`src/rtl/wwd_pkg.sv`:
```
package wwd_pkg;
  // Byte offsets of the word registers
  localparam int unsigned OFF_UNLOCK = 'h00;
  localparam int unsigned OFF_STAT   = 'h04;
  localparam int unsigned OFF_FAULT  = 'h08;
  localparam int unsigned OFF_FIRST  = 'h0C;
  localparam int unsigned OFF_SECOND = 'h10;

  // Status register bit positions
  localparam int unsigned BIT_EN   = 0;
  localparam int unsigned BIT_OPEN = 8;
  localparam int unsigned BIT_IRQ  = 16;

  typedef enum logic [1:0] {
    ST_IDLE   = 2'd0,
    ST_CLOSED = 2'd1,
    ST_OPEN   = 2'd2,
    ST_TRIP   = 2'd3
  } wwd_state_e;
endpackage

```
`src/rtl/wwd_regs.sv`:
```
module wwd_regs
  import wwd_pkg::*;
#(
  parameter int ADDR_W = 5,
  parameter int DATA_W = 32,
  parameter int CNT_W  = 32
) (
  input  logic              clk,
  input  logic              rst_n,
  input  logic              wr_en,
  input  logic              rd_en,
  input  logic [ADDR_W-1:0] addr,
  input  logic [DATA_W-1:0] wdata,
  output logic [DATA_W-1:0] rdata,
  input  logic              tmr_en,
  input  logic              tmr_open,
  input  logic              open_enter,
  output logic              cmd_start,
  output logic              cmd_stop,
  output logic              cmd_kick,
  output logic              stat_acc,
  output logic              unlock,
  output logic              irq_flag,
  output logic [CNT_W-1:0]  first_cnt,
  output logic [CNT_W-1:0]  second_cnt
);
  logic              sel_unlock, sel_stat, sel_first, sel_second;
  logic              unlock_q, unlock_d, unlock_we;
  logic              flag_q, flag_d;
  logic [CNT_W-1:0]  first_q, second_q;
  logic              first_we, second_we;
  logic [DATA_W-1:0] rd_mux;

  // Address decode
  always_comb begin
    sel_unlock = (addr == ADDR_W'(OFF_UNLOCK));
    sel_stat   = (addr == ADDR_W'(OFF_STAT));
    sel_first  = (addr == ADDR_W'(OFF_FIRST));
    sel_second = (addr == ADDR_W'(OFF_SECOND));
  end

  // Protected status write and the commands it produces
  always_comb begin
    stat_acc  = wr_en && sel_stat && unlock_q;
    cmd_start = stat_acc && wdata[BIT_EN];
    cmd_stop  = stat_acc && !wdata[BIT_EN];
    cmd_kick  = stat_acc && wdata[BIT_OPEN];
  end

  // Unlock bit: set by software, consumed by an accepted status write
  always_comb begin
    unlock_we = (wr_en && sel_unlock) || stat_acc;
    unlock_d  = (wr_en && sel_unlock) ? wdata[0] : 1'b0;
  end

  // Interrupt flag: a new open phase wins over a clear in the same cycle
  always_comb begin
    flag_d = flag_q;
    if (open_enter)
      flag_d = 1'b1;
    else if (stat_acc && wdata[BIT_IRQ])
      flag_d = 1'b0;
  end

  // Count registers only move while stopped
  always_comb begin
    first_we  = wr_en && sel_first  && !tmr_en;
    second_we = wr_en && sel_second && !tmr_en;
  end

  always_ff @(posedge clk or negedge rst_n) begin
    if (!rst_n) begin
      unlock_q <= 1'b0;
      flag_q   <= 1'b0;
      first_q  <= '0;
      second_q <= '0;
    end else begin
      if (unlock_we) unlock_q <= unlock_d;
      flag_q <= flag_d;
      if (first_we)  first_q  <= wdata[CNT_W-1:0];
      if (second_we) second_q <= wdata[CNT_W-1:0];
    end
  end

  // Read mux; the fault register reads as zero
  always_comb begin
    rd_mux = '0;
    if (sel_unlock) begin
      rd_mux[0] = unlock_q;
    end else if (sel_stat) begin
      rd_mux[BIT_EN]   = tmr_en;
      rd_mux[BIT_OPEN] = tmr_open;
      rd_mux[BIT_IRQ]  = flag_q;
    end else if (sel_first) begin
      rd_mux[CNT_W-1:0] = first_q;
    end else if (sel_second) begin
      rd_mux[CNT_W-1:0] = second_q;
    end
    rdata = rd_en ? rd_mux : '0;
  end

  assign unlock     = unlock_q;
  assign irq_flag   = flag_q;
  assign first_cnt  = first_q;
  assign second_cnt = second_q;
endmodule

```
`src/rtl/wwd_timer.sv`:
```
module wwd_timer
  import wwd_pkg::*;
#(
  parameter int CNT_W      = 32,
  parameter int RST_CYCLES = 4
) (
  input  logic             clk,
  input  logic             rst_n,
  input  logic             cmd_start,
  input  logic             cmd_stop,
  input  logic             cmd_kick,
  input  logic [CNT_W-1:0] first_cnt,
  input  logic [CNT_W-1:0] second_cnt,
  output logic             tmr_en,
  output logic             tmr_open,
  output logic             open_enter,
  output logic             trip
);
  localparam int PLS_W = $clog2(RST_CYCLES + 1);
  localparam logic [PLS_W-1:0] PLS_LOAD = PLS_W'(RST_CYCLES - 1);

  wwd_state_e       st_q, st_d;
  logic [CNT_W-1:0] cnt_q, cnt_d;
  logic [PLS_W-1:0] pls_q, pls_d;
  logic             phase_last;

  // A count of 0 or 1 ends the phase this cycle
  assign phase_last = (cnt_q[CNT_W-1:1] == '0);

  always_comb begin
    st_d       = st_q;
    cnt_d      = cnt_q;
    pls_d      = pls_q;
    open_enter = 1'b0;
    unique case (st_q)
      ST_IDLE: begin
        if (cmd_start) begin
          st_d  = ST_CLOSED;
          cnt_d = first_cnt;
        end
      end
      ST_CLOSED: begin
        if (cmd_kick) begin
          st_d  = ST_TRIP;
          pls_d = PLS_LOAD;
        end else if (phase_last) begin
          st_d       = ST_OPEN;
          cnt_d      = second_cnt;
          open_enter = 1'b1;
        end else begin
          cnt_d = cnt_q - 1'b1;
        end
      end
      ST_OPEN: begin
        if (cmd_stop) begin
          st_d = ST_IDLE;
        end else if (cmd_kick) begin
          st_d  = ST_CLOSED;
          cnt_d = first_cnt;
        end else if (phase_last) begin
          st_d  = ST_TRIP;
          pls_d = PLS_LOAD;
        end else begin
          cnt_d = cnt_q - 1'b1;
        end
      end
      ST_TRIP: begin
        if (pls_q == '0) st_d = ST_IDLE;
        else             pls_d = pls_q - 1'b1;
      end
      default: st_d = ST_IDLE;
    endcase
  end

  always_ff @(posedge clk or negedge rst_n) begin
    if (!rst_n) begin
      st_q  <= ST_IDLE;
      cnt_q <= '0;
      pls_q <= '0;
    end else begin
      st_q  <= st_d;
      cnt_q <= cnt_d;
      pls_q <= pls_d;
    end
  end

  assign tmr_en   = (st_q != ST_IDLE);
  assign tmr_open = (st_q == ST_OPEN);
  assign trip     = (st_q == ST_TRIP);
endmodule

```
`src/rtl/win_watchdog.sv`:
```
module win_watchdog
  import wwd_pkg::*;
#(
  parameter int ADDR_W     = 5,
  parameter int DATA_W     = 32,
  parameter int CNT_W      = 32,
  parameter int RST_CYCLES = 4
) (
  input  logic              clk,
  input  logic              rst_n,
  input  logic              wr_en,
  input  logic              rd_en,
  input  logic [ADDR_W-1:0] addr,
  input  logic [DATA_W-1:0] wdata,
  output logic [DATA_W-1:0] rdata,
  output logic              rst_req,
  output logic              irq
);
  logic             cmd_start, cmd_stop, cmd_kick, stat_acc, unlock_q;
  logic             tmr_en, tmr_open, open_enter, irq_flag;
  logic [CNT_W-1:0] first_cnt, second_cnt;

  wwd_regs #(.ADDR_W(ADDR_W), .DATA_W(DATA_W), .CNT_W(CNT_W)) u_regs (
    .clk(clk), .rst_n(rst_n), .wr_en(wr_en), .rd_en(rd_en), .addr(addr),
    .wdata(wdata), .rdata(rdata), .tmr_en(tmr_en), .tmr_open(tmr_open),
    .open_enter(open_enter), .cmd_start(cmd_start), .cmd_stop(cmd_stop),
    .cmd_kick(cmd_kick), .stat_acc(stat_acc), .unlock(unlock_q),
    .irq_flag(irq_flag), .first_cnt(first_cnt), .second_cnt(second_cnt)
  );

  wwd_timer #(.CNT_W(CNT_W), .RST_CYCLES(RST_CYCLES)) u_timer (
    .clk(clk), .rst_n(rst_n), .cmd_start(cmd_start), .cmd_stop(cmd_stop),
    .cmd_kick(cmd_kick), .first_cnt(first_cnt), .second_cnt(second_cnt),
    .tmr_en(tmr_en), .tmr_open(tmr_open), .open_enter(open_enter),
    .trip(rst_req)
  );

  assign irq = irq_flag;
endmodule

```
`config.mk`:
```
export PLATFORM = sky130hd
export DESIGN_NAME = win_watchdog
export DESIGN_NICKNAME = d
export VERILOG_FILES = /design/src/rtl/wwd_pkg.sv /design/src/rtl/wwd_regs.sv /design/src/rtl/wwd_timer.sv /design/src/rtl/win_watchdog.sv
export SDC_FILE = /design/constraint.sdc
export NUM_CORES = 1
export LEC_CHECK = 0
export ABC_AREA = 1
export BUFFER_PORTS_ARGS = -buffer_cell sky130_fd_sc_hd__buf_2
export CAP_MARGIN = 5
export CELL_PAD_IN_SITES_DETAIL_PLACEMENT = 0
export CELL_PAD_IN_SITES_GLOBAL_PLACEMENT = 1
export CORE_MARGIN = 4
export CORE_UTILIZATION = 39
export CTS_BUF_LIST = sky130_fd_sc_hd__clkbuf_4 sky130_fd_sc_hd__clkbuf_8
export DETAILED_ROUTE_END_ITERATION = 7
export GPL_ROUTABILITY_DRIVEN = 0
export PLACE_DENSITY = 0.8
export RECOVER_POWER = 50
export SLEW_MARGIN = 20
export SYNTH_ARGS = -nofsm -noshare
export SYNTH_HDL_FRONTEND = slang
export SYNTH_HIERARCHICAL = 1
export SYNTH_SLANG_ARGS = --single-unit
```
`constraint.sdc`:
```
create_clock -name clk -period 1.9 [get_ports clk]
set_clock_uncertainty 0.05 [all_clocks]
set_input_delay 0.38 -clock clk [delete_from_list [all_inputs] [get_ports clk]]
set_output_delay 0.38 -clock clk [all_outputs]
set_load 0.1 [all_outputs]
```
# == After elaboration in Yosys (flattened, before gate mapping) ==
# Cells that the tools add are included.
# op_classes
reduce_logical,25
n_eq_ne,17
n_addsub,2
muxes,38
# ops
op,count
32-bit 2-to-1 mux,9
32-bit one-hot mux with 3 select lines,1
"32-bit by 1-bit subtractor with 32-bit output, second input constant",1
31-bit zero test,1
31-bit 2-to-1 mux,1
15-bit 2-to-1 mux,1
3-bit 2-to-1 mux,5
2-bit 2-to-1 mux,7
7-bit 2-to-1 mux,2
"2-bit inequality test, second input constant",6
1-bit logical AND,11
1-bit 2-to-1 mux,10
3-bit one-hot mux with 3 select lines,1
2-bit one-hot mux with 4 select lines,1
6-bit AND reduction,1
3-bit nonzero test,2
"5-bit by 3-bit equality test with 1-bit output, second input constant",1
"5-bit by 4-bit equality test with 1-bit output, second input constant",1
"5-bit equality test, second input constant",1
5-bit zero test,1
5-bit AND reduction,1
"2-bit equality test, second input constant",2
"2-bit by 1-bit inequality test with 1-bit output, second input constant",2
"4-bit by 3-bit inequality test with 1-bit output, second input constant",1
other kinds (10),12
# word_totals
reg_bits,103
word_cells,89
in_bits,41

# == Depth between registers and ports, before layout ==
# logic_depth
word_depth,7
mapped_depth,15
depth_no_buf,14

# == Modules after synthesis ==
# The synthesis kept the hierarchy.
# modules_own_cells
mod,cells_each,n_inst,area_per_inst_um2,seq_area_each_um2
wwd_timer,641,1,3653.5,925.9
wwd_regs,392,1,3101.7,1651.6

# == Least setup slack after synthesis ==
# Ideal clock, no wire load.
# synth_path
path_type,input-to-output
startpoint,input addr[1]
endpoint,output rdata[21]
t_arrival_ps,2511
required_ps,1470
setup_slack_ps,-1041
cell_stages,7
path_cell_list,nor2_1 -> nand2_1 -> nor2_4 -> buf_6 -> buf_6 -> nand2_1 -> a21oi_1
# synth_via
elab_chain_cells,6
elab_cells_between_ends,9
classes_between,3 x eq/ne; 5 x mux; 1 x reduce/logical
# synth_rtl
element,line_no,source
from (decl),win_watchdog.sv:13,"input logic [ADDR_W-1:0] addr,"
5-bit equality test,wwd_regs.sv:39,sel_second = (addr == ADDR_W'(OFF_SECOND));
32-bit 2-to-1 mux,wwd_regs.sv:96,end else if (sel_second) begin
32-bit 2-to-1 mux,wwd_regs.sv:94,end else if (sel_first) begin
15-bit 2-to-1 mux,wwd_regs.sv:90,end else if (sel_stat) begin
31-bit 2-to-1 mux *,wwd_regs.sv:88,if (sel_unlock) begin
32-bit 2-to-1 mux *,wwd_regs.sv:99,rdata = rd_en ? rd_mux : '0;
to (decl),win_watchdog.sv:15,"output logic [DATA_W-1:0] rdata,"
# Every way passes the cells marked *; elsewhere a longest branch is shown, timed or not.

# == Final worst setup path ==
# layout_path
startpoint,register u_timer.st_q[0]
endpoint,output rdata[0]
# layout_via
elab_chain_cells,4
# layout_rtl
element,line_no,source
from (decl),wwd_timer.sv:22,"wwd_state_e st_q, st_d;"
from (signal assigned),wwd_timer.sv:81,st_q <= st_d;
2-bit nonzero test,wwd_timer.sv:87,assign tmr_en = (st_q != ST_IDLE);
named net tmr_en,win_watchdog.sv:20,"logic tmr_en, tmr_open, open_enter, irq_flag;"
1-bit 2-to-1 mux,wwd_regs.sv:90,
1-bit 2-to-1 mux,wwd_regs.sv:88,
32-bit 2-to-1 mux,wwd_regs.sv:99,
# The timed path passes the listed nets, and every way through them passes these cells.

==> summary.txt <==
Setup path
  – Req. time, crit path: 1.47 ns
  – Arr. time, crit path: ~1.6 ns
  – Critical path type: reg -> out
  – Crit Path Max Fanout: 3
  – CP Capture Type: primary output
  – Startpoint types: flip-flop

Routing
  – Via-per-instance ratio: 5.15
  – Detailed Route WL: 24.2 mm
  – Post-route ant nets: 0
  – Drt first-iter violations: 597
  – DR DRC count: 0
  – 1st-pass router iterations: 6
  – Routed length per instance: 16.4 um
  – Via count: 7569

Finish
  – Area Overhead vs Synth: 56.2%
  – Diode count: 0
  – Layout cells sized above 1: 0.347
  – Fin util: 0.629
  – Nets@finish: 1294
  – Fin cells: ~1500
  – # fillers: around 1500

STA
  – Setup TNS: -7.44 ns
  – Worst slew margin: 0.453
  – Period minus WS final: approximately 2.1 ns
  – Final setup fails: 64
  – Fin crit share: 1.09
  – Max-slew violations: 0
  – Final Hold Viols: 0
  – Worst-Margin Slew: 0.821 ns
  – RSZ-0062 raised after global routing: yes
  – Max Fclk: 483 MHz
  – Setup WS post-layout: -0.169 ns

Yosys
  – Ys Warns: 6
  – Synthesized cell area: ~6800 sq um
  – Post-Syn Instances: 1032
  – Mapped Avg Cell Area: 6.54 sq um
  – Syn nets: 1081

Placement
  – Number of cells in the design after placement: 1401
  – Final HPWL from detailed placement: about 17 mm
  – Port Buf Inserts: 74

Die
  – Initial Util: 0.403
  – Die W: between 100 and 150 um
  – Die ar.: 19500 sq um
  – CORE AREA: 16800 sq um
  – Row count: 47
  – Number of I/O pins: 75
  – DIE HEIGHT: 140 um

Global routing
  – Grt total ovfl: 0
  – Total track usage: 0.243
  – Vias in the first global route: slightly above 7000
  – Largest net degree at the start of global routing: 49
  – Initial antenna violation count: 0
  – First-pass GRT wire length: 38.1 mm

Clock tree
  – Htree depth: 3
  – Clk root buf: clkbuf_8
  – CTS clk-pin slew, worst paths: approximately 0.11 ns
  – Clk sinks: 103
  – CTS tree: built
  – Clk buf depth: 2
  – Num CTS Buffers: 9
  – Worst-skew pair later-pin latency: 0.40 ns

Run status
  – Failing checks: negative setup slack
  – Status: finished, violations left

Power and ir drop
  – PD cells: 1460 nW/um^2
  – Leak pwr: between 5 and 6 nW
  – VDD IR max: roughly 0.9 mV

Hold path
  – Worst Hold Class: in -> reg

Job
  – Max-cap check violation count: 0
worst max-delay path, stage by stage (launching register included):
cell and delay (ns):
dfrtp_1 0.41, inv_2 0.09, ha_4 0.17, inv_4 0.08, nand4_1 0.10, nand2_1 0.09
nor2_2 0.05, nor2_4 0.09, buf_12 0.18
per-stage QoR:
stage | worst slack (ns) | area (sq um) | hold slack (ns) | total power [W]
6_report | -0.169 | 10500 | 0.174 | 0.0154
5_1_grt | -0.254 | 10500 | 0.160 | 0.0165
4_1_cts | -0.186 | 10100 | 0.158 | 0.0139
3_5_place_dp | -0.257 | 9100 | 0.310 | 0.0112
3_3_place_gp | -0.211 | 9100 | 0.307 | 0.0111
2_1_floorplan | -0.206 | 7230 | 0.0344 | 0.00826
flip-flops by register name (all words and copies together), names as in the netlist:
signal,cells
u_timer/cnt_q,32
u_regs/first_cnt,32
u_regs/second_cnt,32
u_regs/unlock,1
u_timer/st_q,2
u_regs/irq_flag,1
u_timer/pls_q,3
what timing repair did:
| action | CTS | global route |
|---|---|---|
| resized for setup | 100 | 91 |
| hold buffers | 1 | 0 |
| pin swaps | 43 | 81 |
| setup endpoints to repair | 71 | 71 |
| buffers inserted | 36 | 13 |
| cloned | 7 | 3 |
| endpoints found under the hold margin | 29 | 0 |
cells in the final DEF, fill, tap and decap left out, drive strengths merged, types with 2 or more instances in the layout:
master    instances
a21boi            4
a21oi            61
a31oi            26
buf             240
clkbuf           14
clkinvlp          2
dfrtp           103
ha                8
inv             134
nand2           370
nand3            37
nand4            12
nor2             96
nor3              4
o21ai           113
or2               3
xnor2             5
xor2              9
power breakdown:
group	switching (W)	leakage [nW]	total, W	internal (W)
clock	0.000900	0.103	0.00154	0.000639
combinational	0.00569	3.81	0.0103	0.00462
sequential	0.000634	1.36	0.00351	0.00288
worst paths after layout:
path	from	end	slack, ns	cells past startpoint
setup reg to reg	u_timer/cnt_q[21]$_DFFE_PN0P_	u_timer/cnt_q[25]$_DFFE_PN0P_	-0.16	12
setup / recovery	u_timer/st_q[0]$_DFFE_PN0P_	rdata[0]	-0.17	8
hold reg to reg	u_regs/irq_flag$_DFFE_PN0P_	u_regs/irq_flag$_DFFE_PN0P_	0.47	2
max in group asynchronous	rst_n	u_regs/first_cnt[23]$_DFFE_PN0P_	0.22	3
hold / removal	wdata[22]	u_regs/first_cnt[22]$_DFFE_PN0P_	0.17	3
min in group asynchronous	rst_n	u_regs/first_cnt[16]$_DFFE_PN0P_	0.55	2
layout make-up:
cell class	count	area, sq um	area share
clock buffer	9	124	0.0117
inverter	130	499	0.0474
timing repair buffer	247	2580	0.245
multi-input combinational	754	4400	0.418
sequential	103	2580	0.245
clock inverter	7	83.8	0.00795
tap	220	275	0.0261
metal layers:
metal  vias to the layer above  GRT usage  routed length [um]  share of wire
li1                       3709          -                   -              -
met1                      3573      0.371               11500           0.47
met2                       249      0.366               10900           0.45
met3                        38     0.0312                1430          0.059
met4                         0     0.0581                 405          0.017
met5                         -          0                   0              0
(Power assumes the default switching activity.)
